<file path="src/rtl/busperf_pkg.sv">
package busperf_pkg;
    // Position inside a response burst for the oldest outstanding request
    typedef enum logic [0:0] {
        BEAT_FIRST = 1'b0,
        BEAT_REST  = 1'b1
    } beat_phase_e;
endpackage

</file>
<file path="src/rtl/busperf_ts_fifo.sv">
module busperf_ts_fifo #(
    parameter int DEPTH = 4,
    parameter int TS_W  = 16
) (
    input  logic            clk,
    input  logic            rst_n,
    input  logic            push,
    input  logic [TS_W-1:0] push_ts,
    input  logic            pop,
    output logic [TS_W-1:0] head_ts,
    output logic            empty,
    output logic            full
);
    localparam int PTR_W = (DEPTH > 1) ? $clog2(DEPTH) : 1;
    localparam int CNT_W = $clog2(DEPTH + 1);

    typedef struct packed {
        logic [DEPTH-1:0][TS_W-1:0] mem;
        logic [PTR_W-1:0]           wr;
        logic [PTR_W-1:0]           rd;
        logic [CNT_W-1:0]           cnt;
    } fifo_t;

    fifo_t fifo_d, fifo_q;

    function automatic logic [PTR_W-1:0] step(input logic [PTR_W-1:0] p);
        if (p == PTR_W'(DEPTH - 1)) return '0;
        return p + 1'b1;
    endfunction

    always_comb begin
        fifo_d = fifo_q;
        if (push) begin
            fifo_d.mem[fifo_q.wr] = push_ts;
            fifo_d.wr             = step(fifo_q.wr);
        end
        if (pop) begin
            fifo_d.rd = step(fifo_q.rd);
        end
        case ({push, pop})
            2'b10:   fifo_d.cnt = fifo_q.cnt + 1'b1;
            2'b01:   fifo_d.cnt = fifo_q.cnt - 1'b1;
            default: fifo_d.cnt = fifo_q.cnt;
        endcase
    end

    always_ff @(posedge clk or negedge rst_n) begin
        if (!rst_n) fifo_q <= '0;
        else        fifo_q <= fifo_d;
    end

    assign head_ts = fifo_q.mem[fifo_q.rd];
    assign empty   = (fifo_q.cnt == '0);
    assign full    = (fifo_q.cnt == CNT_W'(DEPTH));

    AST_FIFO_NO_OVERRUN: assert property (@(posedge clk) disable iff (!rst_n)
        !(push && full && !pop));
    AST_FIFO_NO_UNDERRUN: assert property (@(posedge clk) disable iff (!rst_n)
        pop |-> !empty);
endmodule

</file>
<file path="src/rtl/busperf_txn_tracker.sv">
module busperf_txn_tracker
    import busperf_pkg::*;
#(
    parameter int DEPTH = 4,
    parameter int TS_W  = 16
) (
    input  logic            clk,
    input  logic            rst_n,
    input  logic            req_fire,
    input  logic            beat_fire,
    input  logic            beat_last,
    output logic            done,
    output logic [TS_W-1:0] done_lat,
    output logic [TS_W-1:0] done_acc
);
    typedef struct packed {
        logic [TS_W-1:0] ts;
        beat_phase_e     phase;
        logic [TS_W-1:0] lat_hold;
    } trk_t;

    trk_t trk_d, trk_q;

    logic [TS_W-1:0] head_ts;
    logic            fifo_empty;
    logic            fifo_full;
    logic            beat_ok;
    logic [TS_W-1:0] span_now;

    busperf_ts_fifo #(.DEPTH(DEPTH), .TS_W(TS_W)) u_fifo (
        .clk     (clk),
        .rst_n   (rst_n),
        .push    (req_fire),
        .push_ts (trk_q.ts),
        .pop     (done),
        .head_ts (head_ts),
        .empty   (fifo_empty),
        .full    (fifo_full)
    );

    // A beat with nothing outstanding belongs to no tracked request
    assign beat_ok  = beat_fire && !fifo_empty;
    assign span_now = trk_q.ts - head_ts;

    always_comb begin
        trk_d    = trk_q;
        trk_d.ts = trk_q.ts + 1'b1;
        done     = beat_ok && beat_last;
        done_acc = span_now;
        done_lat = (trk_q.phase == BEAT_REST) ? trk_q.lat_hold : span_now;
        if (beat_ok) begin
            if (beat_last) begin
                trk_d.phase = BEAT_FIRST;
            end else if (trk_q.phase == BEAT_FIRST) begin
                trk_d.phase    = BEAT_REST;
                trk_d.lat_hold = span_now;
            end
        end
    end

    always_ff @(posedge clk or negedge rst_n) begin
        if (!rst_n) trk_q <= '0;
        else        trk_q <= trk_d;
    end

    AST_ACC_NOT_BELOW_LAT: assert property (@(posedge clk) disable iff (!rst_n)
        done |-> (done_acc >= done_lat));
    AST_LAT_NONZERO: assert property (@(posedge clk) disable iff (!rst_n)
        done |-> (done_lat != '0));
endmodule

</file>
<file path="src/rtl/busperf_accum.sv">
module busperf_accum #(
    parameter int PER_W    = 16,
    parameter int TS_W     = 16,
    parameter int TXN_W    = 16,
    parameter int CYC_W    = 32,
    parameter bit RANGE_EN = 1'b1
) (
    input  logic             clk,
    input  logic             rst_n,
    input  logic [PER_W-1:0] cfg_period,
    input  logic [TS_W-1:0]  cfg_lat_lo,
    input  logic [TS_W-1:0]  cfg_lat_hi,
    input  logic             done,
    input  logic [TS_W-1:0]  done_lat,
    input  logic [TS_W-1:0]  done_acc,
    output logic             snap_valid,
    output logic [TXN_W-1:0] snap_txn,
    output logic [CYC_W-1:0] snap_lat,
    output logic [CYC_W-1:0] snap_acc,
    output logic [TXN_W-1:0] snap_inrange,
    output logic             snap_ovf
);
    typedef struct packed {
        logic [PER_W-1:0] per_cnt;
        logic [TXN_W-1:0] txn;
        logic [CYC_W-1:0] lat;
        logic [CYC_W-1:0] acc;
        logic [TXN_W-1:0] inr;
        logic             ovf;
        logic             s_valid;
        logic [TXN_W-1:0] s_txn;
        logic [CYC_W-1:0] s_lat;
        logic [CYC_W-1:0] s_acc;
        logic [TXN_W-1:0] s_inr;
        logic             s_ovf;
    } win_t;

    win_t win_d, win_q;

    logic             in_range;
    logic             win_end;
    logic [TXN_W:0]   txn_sum;
    logic [TXN_W:0]   inr_sum;
    logic [CYC_W:0]   lat_sum;
    logic [CYC_W:0]   acc_sum;

    // Result bit TXN_W flags saturation
    function automatic logic [TXN_W:0] inc_sat(input logic [TXN_W-1:0] a, input logic en);
        logic [TXN_W:0] s;
        s = {1'b0, a} + {{TXN_W{1'b0}}, en};
        if (s[TXN_W]) return {1'b1, {TXN_W{1'b1}}};
        return s;
    endfunction

    // Result bit CYC_W flags saturation
    function automatic logic [CYC_W:0] add_sat(input logic [CYC_W-1:0] a, input logic [TS_W-1:0] b);
        logic [CYC_W:0] s;
        s = {1'b0, a} + (CYC_W + 1)'(b);
        if (s[CYC_W]) return {1'b1, {CYC_W{1'b1}}};
        return s;
    endfunction

    generate
        if (RANGE_EN) begin : g_range
            assign in_range = done && (done_lat >= cfg_lat_lo) && (done_lat <= cfg_lat_hi);
        end else begin : g_no_range
            assign in_range = 1'b0;
        end
    endgenerate

    assign win_end = (cfg_period != '0) && (win_q.per_cnt >= (cfg_period - PER_W'(1)));

    assign txn_sum = inc_sat(win_q.txn, done);
    assign inr_sum = inc_sat(win_q.inr, in_range);
    assign lat_sum = add_sat(win_q.lat, done ? done_lat : '0);
    assign acc_sum = add_sat(win_q.acc, done ? done_acc : '0);

    always_comb begin
        logic ovf_new;
        win_d   = win_q;
        ovf_new = win_q.ovf | txn_sum[TXN_W] | inr_sum[TXN_W]
                | lat_sum[CYC_W] | acc_sum[CYC_W];
        if (win_end) begin
            // Closing edge: its own event goes into the snapshot
            win_d.s_valid = 1'b1;
            win_d.s_txn   = txn_sum[TXN_W-1:0];
            win_d.s_inr   = inr_sum[TXN_W-1:0];
            win_d.s_lat   = lat_sum[CYC_W-1:0];
            win_d.s_acc   = acc_sum[CYC_W-1:0];
            win_d.s_ovf   = ovf_new;
            win_d.per_cnt = '0;
            win_d.txn     = '0;
            win_d.inr     = '0;
            win_d.lat     = '0;
            win_d.acc     = '0;
            win_d.ovf     = 1'b0;
        end else begin
            win_d.s_valid = 1'b0;
            win_d.per_cnt = (cfg_period == '0) ? '0 : win_q.per_cnt + 1'b1;
            win_d.txn     = txn_sum[TXN_W-1:0];
            win_d.inr     = inr_sum[TXN_W-1:0];
            win_d.lat     = lat_sum[CYC_W-1:0];
            win_d.acc     = acc_sum[CYC_W-1:0];
            win_d.ovf     = ovf_new;
        end
    end

    always_ff @(posedge clk or negedge rst_n) begin
        if (!rst_n) win_q <= '0;
        else        win_q <= win_d;
    end

    assign snap_valid   = win_q.s_valid;
    assign snap_txn     = win_q.s_txn;
    assign snap_lat     = win_q.s_lat;
    assign snap_acc     = win_q.s_acc;
    assign snap_inrange = win_q.s_inr;
    assign snap_ovf     = win_q.s_ovf;

    AST_NO_SNAP_WHEN_OFF: assert property (@(posedge clk) disable iff (!rst_n)
        (cfg_period == '0) |=> !snap_valid);
    AST_TXN_NEVER_WRAPS: assert property (@(posedge clk) disable iff (!rst_n)
        !win_end |=> (win_q.txn >= $past(win_q.txn)));
    AST_LAT_NEVER_WRAPS: assert property (@(posedge clk) disable iff (!rst_n)
        !win_end |=> (win_q.lat >= $past(win_q.lat)));
    AST_OVF_STICKY: assert property (@(posedge clk) disable iff (!rst_n)
        (win_q.ovf && !win_end) |=> win_q.ovf);
    AST_INRANGE_LE_TXN: assert property (@(posedge clk) disable iff (!rst_n)
        snap_valid |-> (snap_inrange <= snap_txn));
    AST_SNAP_HOLD: assert property (@(posedge clk) disable iff (!rst_n)
        !win_end |=> $stable(snap_txn));
endmodule

</file>
<file path="src/rtl/busperf_window.sv">
module busperf_window #(
    parameter int DEPTH    = 4,
    parameter int PER_W    = 16,
    parameter int TS_W     = 16,
    parameter int TXN_W    = 16,
    parameter int CYC_W    = 32,
    parameter bit RANGE_EN = 1'b1
) (
    input  logic             clk,
    input  logic             rst_n,
    input  logic [PER_W-1:0] cfg_period,
    input  logic [TS_W-1:0]  cfg_lat_lo,
    input  logic [TS_W-1:0]  cfg_lat_hi,
    input  logic             req_valid,
    input  logic             req_ready,
    input  logic             rsp_valid,
    input  logic             rsp_ready,
    input  logic             rsp_last,
    output logic             snap_valid,
    output logic [TXN_W-1:0] snap_txn,
    output logic [CYC_W-1:0] snap_lat,
    output logic [CYC_W-1:0] snap_acc,
    output logic [TXN_W-1:0] snap_inrange,
    output logic             snap_ovf
);
    logic            req_fire;
    logic            beat_fire;
    logic            done;
    logic [TS_W-1:0] done_lat;
    logic [TS_W-1:0] done_acc;

    assign req_fire  = req_valid & req_ready;
    assign beat_fire = rsp_valid & rsp_ready;

    busperf_txn_tracker #(.DEPTH(DEPTH), .TS_W(TS_W)) u_trk (
        .clk       (clk),
        .rst_n     (rst_n),
        .req_fire  (req_fire),
        .beat_fire (beat_fire),
        .beat_last (rsp_last),
        .done      (done),
        .done_lat  (done_lat),
        .done_acc  (done_acc)
    );

    busperf_accum #(
        .PER_W    (PER_W),
        .TS_W     (TS_W),
        .TXN_W    (TXN_W),
        .CYC_W    (CYC_W),
        .RANGE_EN (RANGE_EN)
    ) u_acc (
        .clk          (clk),
        .rst_n        (rst_n),
        .cfg_period   (cfg_period),
        .cfg_lat_lo   (cfg_lat_lo),
        .cfg_lat_hi   (cfg_lat_hi),
        .done         (done),
        .done_lat     (done_lat),
        .done_acc     (done_acc),
        .snap_valid   (snap_valid),
        .snap_txn     (snap_txn),
        .snap_lat     (snap_lat),
        .snap_acc     (snap_acc),
        .snap_inrange (snap_inrange),
        .snap_ovf     (snap_ovf)
    );

    AST_PULSE_AFTER_DONE_RULE: assert property (@(posedge clk) disable iff (!rst_n)
        (snap_valid && (cfg_period > 1)) |=> !snap_valid);
endmodule

</file>
<file path="config.mk">
export PLATFORM = sky130hd
export DESIGN_NAME = busperf_window
export DESIGN_NICKNAME = d
export VERILOG_FILES = /design/src/rtl/busperf_pkg.sv /design/src/rtl/busperf_ts_fifo.sv /design/src/rtl/busperf_txn_tracker.sv /design/src/rtl/busperf_accum.sv /design/src/rtl/busperf_window.sv
export SDC_FILE = /design/constraint.sdc
export NUM_CORES = 1
export LEC_CHECK = 0
export BUFFER_PORTS_ARGS = -buffer_cell sky130_fd_sc_hd__buf_2
export CELL_PAD_IN_SITES_DETAIL_PLACEMENT = 0
export CELL_PAD_IN_SITES_GLOBAL_PLACEMENT = 1
export CORE_ASPECT_RATIO = 2
export CORE_MARGIN = 5
export CORE_UTILIZATION = 50
export DETAILED_ROUTE_END_ITERATION = 10
export GPL_TIMING_DRIVEN = 1
export PLACE_DENSITY = 0.95
export REMOVE_ABC_BUFFERS = 1
export SETUP_SLACK_MARGIN = 0.05
export SLEW_MARGIN = 20
export SYNTH_ARGS = -nofsm -noshare
export SYNTH_HDL_FRONTEND = slang
export SYNTH_HIERARCHICAL = 1
export SYNTH_SLANG_ARGS = --single-unit
</file>
<file path="constraint.sdc">
create_clock -name clk -period 8.59 [get_ports clk]
set_clock_uncertainty 0.05 [all_clocks]
set_input_delay 1.2885 -clock clk [delete_from_list [all_inputs] [get_ports clk]]
set_output_delay 1.2885 -clock clk [all_outputs]
set_load 0.03 [all_outputs]
</file>
Word level (Yosys, flattened, before mapping)
Cells that the tools add are included.
{"block": "totals", "register_bits": 315, "latch_bits": 0, "ramBits": 0, "rom_bits": 0, "input_bits": 55, "wordCells": 96, "mem_count": 0}
{"block": "op_classes", "addsub": 12, "n_mul": 0, "div_mod_pow": 0, "magnitude_cmp": 6, "eq_ne": 4, "shift": 0, "n_mux": 32, "bitwise_logic": 8, "n_reduce_logical": 12}
{"cell": "2-to-1 mux 33 bit", "n": 4}
{"cell": "2-to-1 mux 114 bit", "n": 1}
{"cell": "2-to-1 mux 16 bit", "n": 6}
{"cell": "2-to-1 mux 17 bit", "n": 4}
{"cell": "adder 32 x 16 -> 33 bit", "n": 2}
{"cell": "bitwise mux 64 bit", "n": 1}
{"cell": "adder 16 x 1 -> 17 bit", "n": 2}
{"cell": "adder 16 x 1 -> 16 bit, second input constant", "n": 2}
{"cell": "binary-select mux 16 bit (select 2 bit)", "n": 1}
{"cell": "demux 16 bit (select 2 bit)", "n": 1}
{"cell": "greater-or-equal comparator 16 bit", "n": 2}
{"cell": "<= comparator 16 bit", "n": 1}
{"cell": "logical NOT 16 bit", "n": 1}
{"cell": "nonzero test 16 bit", "n": 1}
{"cell": "subtractor 16 x 1 -> 16 bit, second input constant", "n": 1}
{"cell": "subtractor 16 bit", "n": 1}
{"cell": "2-to-1 mux 1 bit", "n": 9}
{"cell": "2-to-1 mux 2 bit", "n": 4}
{"cell": "equality test 2 bit, second input constant", "n": 3}
{"cell": "logical AND 1 bit", "n": 6}
{"cell": "less-than comparator 2 x 3 -> 1 bit, second input constant", "n": 2}
{"cell": "case mux 3 bit (2 select lines)", "n": 1}
{"cell": "adder 2 x 1 -> 2 bit, second input constant", "n": 2}
{"cell": "bitwise OR 1 bit", "n": 4}
{"cell": "other kinds (10)", "n": 12}

Logic depth before layout (Yosys ltp)
Gate-level depths: netlist of the first run.
{"block": "logic_depth", "word_depth": 14, "depth_mapped": 28, "mapped_depth_nobuf": 25}

Cells and area by module
The synthesis of the first run kept the hierarchy.
{"mod": "busperf_accum", "instances": 1, "cells_each": 1466, "area_each_um2": 12954.9}
{"mod": "busperf_ts_fifo", "instances": 1, "cells_each": 191, "area_each_um2": 3392.0}
{"mod": "busperf_txn_tracker", "instances": 1, "cells_each": 273, "area_each_um2": 2270.9}
{"mod": "busperf_window", "instances": 1, "cells_each": 2, "area_each_um2": 12.5}

Worst setup path before layout of the first run
OpenSTA, ideal clock, no wires.
{"block": "synth_timing", "path_type": "register -> register", "from": "reg u_trk/u_fifo/fifo_q[3] (netlist name)", "to": "reg u_acc.win_q, in the netlist u_acc/snap_inrange[10]", "setup_ps": 83, "arrival_time_ps": 5505, "required_ps": 8457, "path_slack_ps": 2952, "path_stages_with_launch": 28, "path_buffers": 4, "path_cell_list": "dfrtp_1 buf_6 buf_12 mux4_2 ha_1 fa_1 nor2b_1 o2111ai_1 a31oi_2 o31ai_1 xor2_1 o21ai_0 ha_1 a21o_1 a211o_1 o211ai_1 a21oi_1 nor4_1 o221a_2 ha_1 ha_1 and3_1 clkbuf_1 nand2_1 nor2_1 clkbuf_1 nor2_1 o21ai_0"}
{"block": "synth_between", "elab_chain_len": 10, "word_cells_on_any_way": 11}
{"item": "start: declaration", "line": "busperf_ts_fifo.sv:24", "rtl": "fifo_t fifo_d, fifo_q;"}
{"item": "start signal: assignment", "line": "busperf_ts_fifo.sv:49", "rtl": "else fifo_q <= fifo_d;"}
{"item": "binary-select mux 16 bit (select 2 bit) *", "line": "busperf_ts_fifo.sv:52", "rtl": "assign head_ts = fifo_q.mem[fifo_q.rd];"}
{"item": "2-to-1 mux 16 bit (implied by the code) *", "line": "busperf_ts_fifo.sv:52"}
{"item": "via u_trk.head_ts[0]", "line": "busperf_txn_tracker.sv:24", "rtl": "logic [TS_W-1:0] head_ts;"}
{"item": "subtractor 16 bit *", "line": "busperf_txn_tracker.sv:43", "rtl": "assign span_now = trk_q.ts - head_ts;"}
{"item": "2-to-1 mux 16 bit *", "line": "busperf_txn_tracker.sv:50", "rtl": "done_lat = (trk_q.phase == BEAT_REST) ? trk_q.lat_hold : span_now;"}
{"item": "via done_lat[10]", "line": "busperf_window.sv:29", "rtl": "logic [TS_W-1:0] done_lat;"}
{"item": "greater-or-equal comparator 16 bit", "line": "busperf_accum.sv:65", "rtl": "assign in_range = done && (done_lat >= cfg_lat_lo) && (done_lat <= cfg_lat_hi);"}
{"item": "logical AND 1 bit", "line": "busperf_accum.sv:65"}
{"item": "logical AND 1 bit *", "line": "busperf_accum.sv:65"}
{"item": "adder 16 x 1 -> 17 bit *", "line": "busperf_accum.sv:50", "rtl": "s = {1'b0, a} + {{TXN_W{1'b0}}, en};"}
{"item": "2-to-1 mux 1 bit", "line": "busperf_accum.sv:51", "rtl": "if (s[TXN_W]) return {1'b1, {TXN_W{1'b1}}};"}
{"item": "2-to-1 mux 17 bit *", "line": "busperf_accum.sv:52", "rtl": "return s;"}
{"item": "end signal: assignment", "line": "busperf_accum.sv:110", "rtl": "else win_q <= win_d;"}
{"item": "end: declaration", "line": "busperf_accum.sv:38", "rtl": "win_t win_d, win_q;"}
Mark *: on every way through the listed nets, which the timed path passes. The rest lies on a longest branch. The select of a mux whose other input is x is not followed.
A chain may end at the register's enable or synchronous reset.

Worst setup path in the final report of the first run
Ends and elaborated chain as after synthesis.

==> metrics.txt, run 1 <==
# TYPE chip_impl_metric gauge
chip_impl_info{name="outcome",value="finished, final reports clean"} 1
chip_impl_metric{name="clock_sink_count",unit=""} 315
chip_impl_metric{name="setup_viol",unit=""} 0
chip_impl_metric{name="core_region_area",unit="mm²"} 0.0370
chip_impl_metric{name="finalPower",unit="mW"} 5.38
chip_impl_metric{name="die_area",unit="mm²"} 0.0414
chip_impl_metric{name="cp_data_arrival_time",unit="ps"} 7620
chip_impl_metric{name="post_drt_wl_per_cell",unit="µm"} 18.5
chip_impl_metric{name="timing.final.crit_period",unit="ps"} 7200
chip_impl_metric{name="drt_pass1_iterations",unit=""} 8
chip_impl_metric{name="drtIter0Drc",unit=""} 637
chip_impl_metric{name="via_per_inst",unit=""} 5.69
chip_impl_metric{name="worst-r2r-setup-slack",unit="ps"} 1390
chip_impl_metric{name="floorplan.rows",unit=""} 100
chip_impl_info{name="worstSetupEndpoint",value="u_acc/snap_inrange[10]"} 1
chip_impl_info{name="critPathKind",value="flip-flop to flip-flop"} 1
chip_impl_metric{name="fin_hold_ws",unit="ps"} 420
chip_impl_metric{name="route.detailed.drc",unit=""} 0
chip_impl_info{name="hp-class",value="flip-flop to flip-flop"} 1
chip_impl_metric{name="chipWidth",unit="µm"} 146
chip_impl_metric{name="antenna_found_initial",unit=""} 0
chip_impl_metric{name="timing.final.crit_share",unit=""} 0.839
chip_impl_metric{name="cts.clk_slew.worst_paths",unit="ps"} 70
chip_impl_metric{name="cts_resized",unit=""} 0
chip_impl_metric{name="cts_setup_buffers",unit=""} 0
chip_impl_info{name="rsz0062_at_grt",value="false"} 1
chip_impl_metric{name="power.leakage",unit="nW"} 10.0
chip_impl_metric{name="grt.overflow.total",unit=""} 0
chip_impl_metric{name="h-tree-depth",unit=""} 1
chip_impl_info{name="start_kind",value="flip-flop"} 1
chip_impl_metric{name="start_util",unit=""} 0.503
chip_impl_metric{name="mappedNetlistArea",unit="mm²"} 0.0186
chip_impl_metric{name="worstRegToRegCells",unit=""} 23
chip_impl_metric{name="max_freq",unit="MHz"} 139
chip_impl_info{name="final_common_cell",value="dfrtp_1"} 1
chip_impl_metric{name="number_of_global_route_vias_before_repair",unit=""} 14700
chip_impl_metric{name="timing.max_slew.rel_slack",unit=""} 0.300
chip_impl_metric{name="avgSynthCellArea",unit="µm²"} 9.64
chip_impl_metric{name="ys.warnings.count",unit=""} 6
chip_impl_metric{name="worst_skew_pair.late_latency",unit="ps"} 570
chip_impl_metric{name="hpwlAfterDp",unit="µm"} 33500
chip_impl_metric{name="place.detailed.instances",unit=""} 2389
chip_impl_metric{name="cts_inserted_buffers",unit=""} 29
chip_impl_metric{name="placement.cell_area",unit="mm²"} 0.0189
chip_impl_metric{name="drtAntennaViolNets",unit=""} 0
chip_impl_metric{name="antenna-diode-count",unit=""} 0
chip_impl_metric{name="global_route_wire_length_before_repair",unit="µm"} 74100
chip_impl_metric{name="final_cells",unit=""} 2442
chip_impl_metric{name="cts_buffer_depth",unit=""} 3
chip_impl_info{name="layout.cells.most_common_list",value="315 x dfrtp_1, 239 x nor2_1, 198 x nand2_1, 151 x buf_2, 126 x o21ai_0"} 1
chip_impl_metric{name="area_delta_synth_final",unit="%"} 7.48
chip_impl_metric{name="tightest_slew",unit="ps"} 1050
chip_impl_metric{name="finalWirelength",unit="µm"} 45100
chip_impl_metric{name="final_hold_viol_count",unit=""} 0
chip_impl_info{name="setup.worst_path.start",value="u_trk/u_fifo/fifo_q[3]"} 1
chip_impl_metric{name="critical_path_required",unit="ps"} 9000
chip_impl_info{name="hold_path_startpoint",value="u_trk/u_fifo/fifo_q[2]"} 1
chip_impl_metric{name="die_span_y",unit="µm"} 283
chip_impl_metric{name="synth_cells",unit=""} 1931
chip_impl_metric{name="ir_drop",unit="V"} 0.000163
chip_impl_info{name="critical_path.endpoint_type",value="flip-flop"} 1
chip_impl_metric{name="global_route.usage.total",unit=""} 0.216
chip_impl_metric{name="crit_path_max_fanout",unit=""} 19
chip_impl_info{name="reg2reg_to",value="u_acc/snap_inrange[10]"} 1
chip_impl_info{name="cts.root.buffer_cell",value="clkbuf_16"} 1
chip_impl_metric{name="detailroute.via_count",unit=""} 13900
chip_impl_metric{name="pin_count_of_the_biggest_net_entering_global_routing",unit=""} 120
chip_impl_info{name="cts_tree",value="done"} 1
chip_impl_metric{name="finalMaxSlewViolations",unit=""} 0
chip_impl_info{name="r2r_start",value="u_trk/u_fifo/fifo_q[3]"} 1
chip_impl_metric{name="gp_congestion",unit=""} 0.944
chip_impl_metric{name="top_level_ports",unit=""} 153
chip_impl_metric{name="fraction_of_layout_cells_with_a_size_suffix_above_1",unit=""} 0.171
chip_impl_metric{name="p_per_cell_area",unit="mW/mm²"} 269
chip_impl_metric{name="place.port_buffers",unit=""} 152
chip_impl_metric{name="drv_cap",unit=""} 0
chip_impl_metric{name="finalInstanceArea",unit="mm²"} 0.0200
chip_impl_metric{name="finalNetCount",unit=""} 2128
chip_impl_metric{name="cts_hold_buffers",unit=""} 0
## registers in the layout (all words and copies together) (netlist names)
signal	cells
u_trk/u_fifo/fifo_q	71
u_acc/snap_inrange	16
u_acc/win_q	113
u_acc/snap_lat	32
u_acc/snap_acc	32
u_trk/trk_q	33
u_acc/snap_valid	1
u_acc/snap_txn	16
u_acc/snap_ovf	1
## area by class of cell
class	instances	area, µm²
tap	459	574
clock inverter	19	289
multi-input combinational	1360	9300
timing repair buffer	161	842
fill	3300	17000
sequential	315	7880
clock buffer	34	774
inverter	94	355
## worst max-delay path: stages (launching register included)
cell and delay [ps]:
dfrtp_1 1040, mux4_2 620, ha_1 220, fa_1 410, nor2b_1 170, o2111ai_1 170, a31oi_2 390, o31ai_1 130
xor2_1 180, o21ai_0 330, ha_1 320, a21o_1 160, a211o_1 290, o211ai_1 90, a21oi_1 110, nor4_1 170
o221a_2 260, ha_1 210, ha_1 240, and3_1 280, nand2_1 80, nor2_1 790, nor2_1 190, o21ai_0 230
## worst min-delay path by stage
| stage | cells after the start | to |
|---|---|---|
| after floorplan | 1 | u_trk/u_fifo/fifo_q[2] |
| after global placement | 1 | u_trk/u_fifo/fifo_q[2] |
| after detailed placement | 1 | u_trk/u_fifo/fifo_q[2] |
| after CTS | 1 | u_trk/u_fifo/fifo_q[2] |
| after global routing | 1 | u_trk/u_fifo/fifo_q[2] |
| final | 1 | u_trk/u_fifo/fifo_q[2] |
## where the power goes
part / leakage (nW) / switching, mW / internal (mW)
Clock: 0.505 / 0.587 / 0.857
Sequential: 4.16 / 0.191 / 1.72
Combinational: 5.38 / 1.24 / 0.791
## metrics by stage
| step | setup TNS [ps] | setup slack (ps) | util |
|---|---|---|---|
| floorplan | -4750 | -299 | - |
| global placement | 0 | 1640 | 0.512 |
| detailed placement | 0 | 1430 | 0.512 |
| CTS | 0 | 1390 | 0.540 |
| global route | 0 | 854 | 0.540 |
| finish | 0 | 1390 | 0.540 |
## layer usage
metal,GRT usage,wire [µm],vias to the layer above
met5,0,0,-
met4,0.118,2730,0
met3,0.0273,1780,137
met2,0.405,24300,355
met1,0.231,16200,6772
li1,-,-,6643
Note: power is estimated with default switching activity, not from simulation.
==> inputs of run 2 (changes only) <==
Settings changed: CORE_UTILIZATION 50 to 43, PLACE_DENSITY 0.95 to 0.88.
Clock period 8.59 ns to 6.5 ns, I/O delays scaled along.
==> metrics.txt, run 2 (synthesized netlist as in run 1, its figures left out) <==
# TYPE chip_impl_metric gauge
chip_impl_info{name="outcome",value="finished, final reports clean"} 1
chip_impl_metric{name="finalInstanceArea",unit="mm²"} 0.0203
chip_impl_info{name="worstSetupEndpoint",value="u_acc/snap_ovf"} 1
chip_impl_info{name="setup.worst_path.start",value="u_trk/u_fifo/fifo_q[3]"} 1
chip_impl_info{name="final_common_cell",value="dfrtp_1"} 1
chip_impl_metric{name="timing.final.crit_period",unit="ps"} 6010
chip_impl_metric{name="global_route_wire_length_before_repair",unit="µm"} 72000
chip_impl_metric{name="crit_path_max_fanout",unit=""} 6
chip_impl_metric{name="timing.final.crit_share",unit=""} 0.924
chip_impl_metric{name="post_drt_wl_per_cell",unit="µm"} 17.1
chip_impl_metric{name="critical_path_required",unit="ps"} 6900
chip_impl_info{name="hp-class",value="primary input to async pin"} 1
chip_impl_metric{name="p_per_cell_area",unit="mW/mm²"} 354
chip_impl_metric{name="worst_skew_pair.late_latency",unit="ps"} 590
chip_impl_metric{name="h-tree-depth",unit=""} 1
chip_impl_metric{name="chipWidth",unit="µm"} 157
chip_impl_metric{name="largest_reg_flops",unit=""} 113
chip_impl_metric{name="drt_pass1_iterations",unit=""} 7
chip_impl_metric{name="placement.cell_area",unit="mm²"} 0.0192
chip_impl_metric{name="hpwlAfterDp",unit="µm"} 31000
chip_impl_info{name="critical_path.endpoint_type",value="flip-flop"} 1
chip_impl_metric{name="cts_inserted_buffers",unit=""} 31
chip_impl_metric{name="global_route.usage.total",unit=""} 0.181
chip_impl_metric{name="finalMaxSlewViolations",unit=""} 0
chip_impl_info{name="r2r_start",value="u_trk/u_fifo/fifo_q[3]"} 1
chip_impl_metric{name="start_util",unit=""} 0.432
chip_impl_metric{name="fraction_of_layout_cells_with_a_size_suffix_above_1",unit=""} 0.179
chip_impl_metric{name="setup_viol",unit=""} 0
chip_impl_metric{name="drv_cap",unit=""} 0
chip_impl_metric{name="tightest_slew",unit="ps"} 970
chip_impl_metric{name="area_delta_synth_final",unit="%"} 8.84
chip_impl_metric{name="floorplan.rows",unit=""} 108
chip_impl_info{name="reg2reg_to",value="u_acc/snap_ovf"} 1
chip_impl_metric{name="grt.overflow.total",unit=""} 0
chip_impl_info{name="cts.root.buffer_cell",value="clkbuf_16"} 1
chip_impl_metric{name="number_of_global_route_vias_before_repair",unit=""} 13600
chip_impl_metric{name="final_hold_viol_count",unit=""} 0
chip_impl_metric{name="drtIter0Drc",unit=""} 765
chip_impl_metric{name="power.leakage",unit="nW"} 10.1
chip_impl_metric{name="cts_hold_buffers",unit=""} 0
chip_impl_metric{name="finalPower",unit="mW"} 7.17
chip_impl_metric{name="finalWirelength",unit="µm"} 43600
chip_impl_metric{name="top_level_ports",unit=""} 153
chip_impl_info{name="rsz0062_at_grt",value="false"} 1
chip_impl_metric{name="antenna-diode-count",unit=""} 0
chip_impl_metric{name="ir_drop",unit="V"} 0.000213
chip_impl_metric{name="route.detailed.drc",unit=""} 0
chip_impl_metric{name="pin_count_of_the_biggest_net_entering_global_routing",unit=""} 168
chip_impl_info{name="start_kind",value="flip-flop"} 1
chip_impl_metric{name="fin_hold_ws",unit="ps"} 297
chip_impl_info{name="cts_tree",value="done"} 1
chip_impl_metric{name="detailroute.via_count",unit=""} 13600
chip_impl_metric{name="antenna_found_initial",unit=""} 1
chip_impl_metric{name="worst-r2r-setup-slack",unit="ps"} 490
chip_impl_metric{name="cts.clk_slew.worst_paths",unit="ps"} 70
chip_impl_metric{name="die_area",unit="mm²"} 0.0478
chip_impl_metric{name="finalNetCount",unit=""} 2140
chip_impl_info{name="biggestRegsByFlops",value="u_acc/win_q (113), u_trk/u_fifo/fifo_q (71), u_trk/trk_q (33)"} 1
chip_impl_metric{name="via_per_inst",unit=""} 5.35
chip_impl_metric{name="max_freq",unit="MHz"} 166
chip_impl_info{name="critPathKind",value="flip-flop to flip-flop"} 1
chip_impl_info{name="max_flop_register",value="u_acc/win_q"} 1
chip_impl_metric{name="worstRegToRegCells",unit=""} 24
chip_impl_metric{name="die_span_y",unit="µm"} 304
chip_impl_metric{name="core_region_area",unit="mm²"} 0.0431
chip_impl_info{name="layout.cells.most_common_list",value="313 x dfrtp_1, 239 x nor2_1, 198 x nand2_1, 151 x buf_2, 126 x o21ai_0"} 1
chip_impl_metric{name="place.port_buffers",unit=""} 152
chip_impl_metric{name="timing.max_slew.rel_slack",unit=""} 0.353
chip_impl_metric{name="clock_sink_count",unit=""} 315
chip_impl_metric{name="cts_buffer_depth",unit=""} 3
chip_impl_metric{name="gp_congestion",unit=""} 0.877
chip_impl_metric{name="drtAntennaViolNets",unit=""} 0
chip_impl_metric{name="cp_data_arrival_time",unit="ps"} 6410
run 2: cell count changes in the layout (fill, tap and decap cells not counted), moves of 2 or more:
cell,change
dfrtp_1,-2
clkinv_4,+4
bufinv_16,-2
buf_4,+9
dfrtp_2,+2
clkbuf_16,+2
buf_12,+2
clkinvlp_4,-2
run 2: critical path, stage by stage (launching register included):
cell	delay (ps)
dfrtp_2	460
buf_4	200
mux4_1	560
inv_1	70
ha_1	280
a21o_1	250
a221oi_2	290
o21ai_1	110
a221oi_2	290
xor2_1	280
o21ai_1	160
ha_1	360
nand4_1	100
or2_2	330
nor3_1	190
nor4_1	80
o221a_2	310
ha_1	230
ha_1	240
and3_2	250
nand2_1	70
nor2_1	60
or4_1	400
nor2_1	140
o21ai_1	80
run 2: cell type report:
class,count,area [µm²]
fill,4097,22800
multi-input combinational,1360,9310
sequential,315,7890
timing repair buffer,171,938
clock buffer,38,842
tap,550,688
inverter,94,355
clock inverter,19,249
run 2: per-stage QoR:
step                      utilization  setup TNS (ps)  setup slack (ps)  std cells
final                           0.470               0               492       2547
after floorplan                     -         -210370             -2080       1769
after global placement          0.445               0               514       2489
after global routing            0.470               0              65.2       2547
after CTS                       0.470               0               322       2546
after detailed placement        0.445               0               343       2489
run 2: worst min path at each step:
stage | slack, ps | start | end | depth (start not counted)
floorplan | 390 | u_trk/u_fifo/fifo_q[2] | u_trk/u_fifo/fifo_q[2] | 1
global placement | 410 | u_acc/snap_inrange[15] | u_acc/snap_inrange[15] | 2
detailed placement | 410 | u_acc/snap_lat[15] | u_acc/snap_lat[15] | 2
CTS | 300 | rst_n | u_acc/snap_inrange[15] | 1
global route | 350 | rst_n | u_acc/win_q[112] | 1
finish | 300 | rst_n | u_acc/snap_inrange[15] | 1
run 2: power breakdown:
part	internal, mW	switching, mW	total, mW
registers	2.27	0.211	2.48
clock network	1.12	0.816	1.94
logic	1.11	1.64	2.75
total	4.51	2.66	7.17
run 2: per-layer routing:
metal	routed length [µm]	global-route usage
met4	830	0.0383
met5	0	0
met2	20500	0.296
met3	2500	0.0256
met1	19700	0.257
run 2: repair_timing:
item / in CTS / in global routing
buffers inserted: 0 / 1
resized for setup: 0 / 4
endpoints found under the setup margin: 0 / 28
==> inputs of run 3 (changes only) <==
Settings changed: CORE_UTILIZATION 43 to 25, GPL_TIMING_DRIVEN 1 to 0, PLACE_DENSITY 0.88 to 0.61.
==> metrics.txt, run 3 (synthesized netlist as in run 1, its figures left out) <==
# TYPE chip_impl_metric gauge
chip_impl_metric{name="ir_drop",unit="V"} 0.000187
chip_impl_metric{name="drt_pass1_iterations",unit=""} 5
chip_impl_info{name="final_common_cell",value="dfrtp_1"} 1
chip_impl_info{name="cts_tree",value="done"} 1
chip_impl_metric{name="top_level_ports",unit=""} 153
chip_impl_metric{name="post_drt_wl_per_cell",unit="µm"} 17.7
chip_impl_info{name="hp-class",value="primary input to async pin"} 1
chip_impl_metric{name="chipWidth",unit="µm"} 203
chip_impl_metric{name="drv_cap",unit=""} 0
chip_impl_metric{name="finalPower",unit="mW"} 7.78
chip_impl_metric{name="crit_path_max_fanout",unit=""} 8
chip_impl_metric{name="final_core_util",unit=""} 0.288
chip_impl_metric{name="critical_path_required",unit="ps"} 6870
chip_impl_metric{name="setup_viol",unit=""} 0
chip_impl_metric{name="worst_skew_pair.late_latency",unit="ps"} 550
chip_impl_info{name="outcome",value="finished, final reports clean"} 1
chip_impl_metric{name="route.detailed.drc",unit=""} 0
chip_impl_metric{name="start_util",unit=""} 0.252
chip_impl_metric{name="p_per_cell_area",unit="mW/mm²"} 365
chip_impl_info{name="start_kind",value="flip-flop"} 1
chip_impl_metric{name="timing.max_slew.rel_slack",unit=""} 0.211
chip_impl_metric{name="cts_hold_buffers",unit=""} 0
chip_impl_metric{name="final_hold_viol_count",unit=""} 0
chip_impl_info{name="path_common_cell",value="ha_1"} 1
chip_impl_metric{name="finalWirelength",unit="µm"} 52100
chip_impl_info{name="critPathKind",value="flip-flop to flip-flop"} 1
chip_impl_metric{name="timing.final.crit_period",unit="ps"} 6130
chip_impl_info{name="cts.root.buffer_cell",value="clkbuf_16"} 1
chip_impl_metric{name="finalNetCount",unit=""} 2153
chip_impl_info{name="biggestRegsByFlops",value="u_acc/win_q (113), u_trk/u_fifo/fifo_q (71), u_trk/trk_q (33)"} 1
chip_impl_metric{name="finalMaxSlewViolations",unit=""} 0
chip_impl_info{name="max_flop_register",value="u_acc/win_q"} 1
chip_impl_metric{name="pin_count_of_the_biggest_net_entering_global_routing",unit=""} 100
chip_impl_metric{name="global_route_wire_length_before_repair",unit="µm"} 81700
chip_impl_metric{name="cts_inserted_buffers",unit=""} 35
chip_impl_metric{name="largest_reg_flops",unit=""} 113
chip_impl_metric{name="critPathBufInv",unit=""} 2
chip_impl_metric{name="cts_buffer_depth",unit=""} 3
chip_impl_metric{name="power.leakage",unit="nW"} 10.4
chip_impl_metric{name="number_of_global_route_vias_before_repair",unit=""} 14400
chip_impl_metric{name="fin_hold_ws",unit="ps"} 271
chip_impl_metric{name="gp_congestion",unit=""} 0.818
chip_impl_metric{name="timing.final.crit_share",unit=""} 0.943
chip_impl_metric{name="antenna_found_initial",unit=""} 1
chip_impl_metric{name="place.port_buffers",unit=""} 152
chip_impl_info{name="slowest_stage",value="dfrtp_4"} 1
chip_impl_metric{name="place.detailed.instances",unit=""} 2863
chip_impl_info{name="timing.critical_path.cells",value="buf_12, mux4_2, inv_1, ha_2, a21o_2, a221oi_2, o21ai_1, a221oi_2, xor2_2, o21ai_2, ha_1, nand4_1, or2_4, nor3_4, nor4_1, o221a_2, ha_1, ha_1, and3_2, nand2_1, nor2_4, or4_1, nor2_4, o21ai_1"} 1
chip_impl_metric{name="drtIter0Drc",unit=""} 698
chip_impl_metric{name="hpwlAfterDp",unit="µm"} 38700
chip_impl_info{name="rsz0062_at_grt",value="false"} 1
chip_impl_metric{name="core_region_area",unit="mm²"} 0.0739
chip_impl_metric{name="antenna-diode-count",unit=""} 0
chip_impl_metric{name="clock_sink_count",unit=""} 315
chip_impl_metric{name="cts.clk_slew.worst_paths",unit="ps"} 60
chip_impl_metric{name="timing.setup.tns",unit="ps"} 0
chip_impl_metric{name="global_route.usage.total",unit=""} 0.127
chip_impl_metric{name="detailroute.via_count",unit=""} 13800
chip_impl_metric{name="drtAntennaViolNets",unit=""} 0
chip_impl_metric{name="cp_slowest_stage_delay",unit="ps"} 520
chip_impl_metric{name="max_freq",unit="MHz"} 163
chip_impl_info{name="critical_path.endpoint_type",value="flip-flop"} 1
chip_impl_info{name="layout.cells.most_common_list",value="313 x dfrtp_1, 235 x nor2_1, 198 x nand2_1, 151 x buf_2, 116 x o21ai_0"} 1
chip_impl_metric{name="fraction_of_layout_cells_with_a_size_suffix_above_1",unit=""} 0.196
chip_impl_metric{name="floorplan.rows",unit=""} 141
chip_impl_metric{name="tightest_slew",unit="ps"} 1180
chip_impl_metric{name="via_per_inst",unit=""} 4.68
chip_impl_metric{name="filler_cell_count",unit=""} 7664
chip_impl_metric{name="final_cells",unit=""} 2940
chip_impl_metric{name="die_area",unit="mm²"} 0.0804
chip_impl_info{name="cp_top_family",value="simple AND/OR/NAND/NOR gates"} 1
chip_impl_metric{name="area_delta_synth_final",unit="%"} 14.5
chip_impl_metric{name="cp_data_arrival_time",unit="ps"} 6500
chip_impl_metric{name="die_span_y",unit="µm"} 396
chip_impl_metric{name="grt.overflow.total",unit=""} 0
chip_impl_metric{name="h-tree-depth",unit=""} 2
==> run 3: changes by cell type in the layout (fill, tap and decap cells not counted), moves of 5 or more <==
cell / change
o21ai_1: +5
buf_16: +10
clkbuf_8: +6
o21ai_0: -10
xor2_1: -6
xor2_2: +6
==> run 3: area by class of cell <==
type	instances	area, µm²	area share
Multi-Input combinational cell	1360	9500	0.446
Sequential cell	315	7890	0.370
Inverter	94	358	0.0168
Tap cell	929	1160	0.0545
Clock buffer	51	1040	0.0486
Timing Repair Buffer	180	1220	0.0573
Clock inverter	11	150	0.00704
==> run 3: path summary, 6_finish.rpt <==
kind / startpoint / end / slack [ps] / cells past startpoint
max in group asynchronous: rst_n / u_acc/snap_acc[22] / 4750 / 3
setup / recovery: u_trk/u_fifo/fifo_q[3] / u_acc/snap_ovf / 370 / 24
hold reg to reg: u_acc/snap_txn[9] / u_acc/snap_txn[9] / 420 / 2
min in group clk: u_acc/snap_txn[9] / u_acc/snap_txn[9] / 420 / 2
setup reg to reg: u_trk/u_fifo/fifo_q[3] / u_acc/snap_ovf / 370 / 24
hold / removal: rst_n / u_trk/u_fifo/fifo_q[2] / 270 / 1
==> run 3: what timing repair did <==
| item | in CTS | in global routing |
|---|---|---|
| gates resized for setup | 27 | 20 |
| setup buffers | 12 | 3 |
| pin swaps | 5 | 8 |
| setup endpoints to repair | 101 | 32 |
==> run 3: worst register-to-register path, stage by stage, from the launching register on <==
cell and delay [ps]:
dfrtp_4 520, buf_12 150, mux4_2 490, inv_1 80
ha_2 330, a21o_2 270, a221oi_2 260, o21ai_1 100
a221oi_2 340, xor2_2 230, o21ai_2 130, ha_1 380
nand4_1 110, or2_4 310, nor3_4 170, nor4_1 100
o221a_2 310, ha_1 230, ha_1 260, and3_2 270
nand2_1 130, nor2_4 80, or4_1 460, nor2_4 200
o21ai_1 80
==> run 3: through the flow <==
step           area (µm²)  setup slack [ps]
6_report            21300               373
5_1_grt             21300              57.8
4_1_cts             21200              80.7
3_5_place_dp        19800             -1750
3_3_place_gp        19400             -6560
2_1_floorplan       17500             -2080
==> run 3: power by group <==
| group | switching [mW] | leakage (nW) | internal (mW) | total [mW] |
|---|---|---|---|---|
| clock network | 0.880 | 0.572 | 1.23 | 2.11 |
| logic | 1.93 | 5.63 | 1.22 | 3.16 |
| registers | 0.237 | 4.15 | 2.28 | 2.51 |
| total | 3.05 | 10.4 | 4.73 | 7.78 |
==> run 3: routing by layer <==
| layer | GRT usage | up-vias | share of wire |
|---|---|---|---|
| met3 | 0.0236 | 82 | 0.045 |
| met1 | 0.141 | 6750 | 0.39 |
| met4 | 0.0552 | 0 | 0.043 |
| li1 | - | 6687 | - |
| met5 | 0 | - | 0 |
| met2 | 0.235 | 254 | 0.52 |
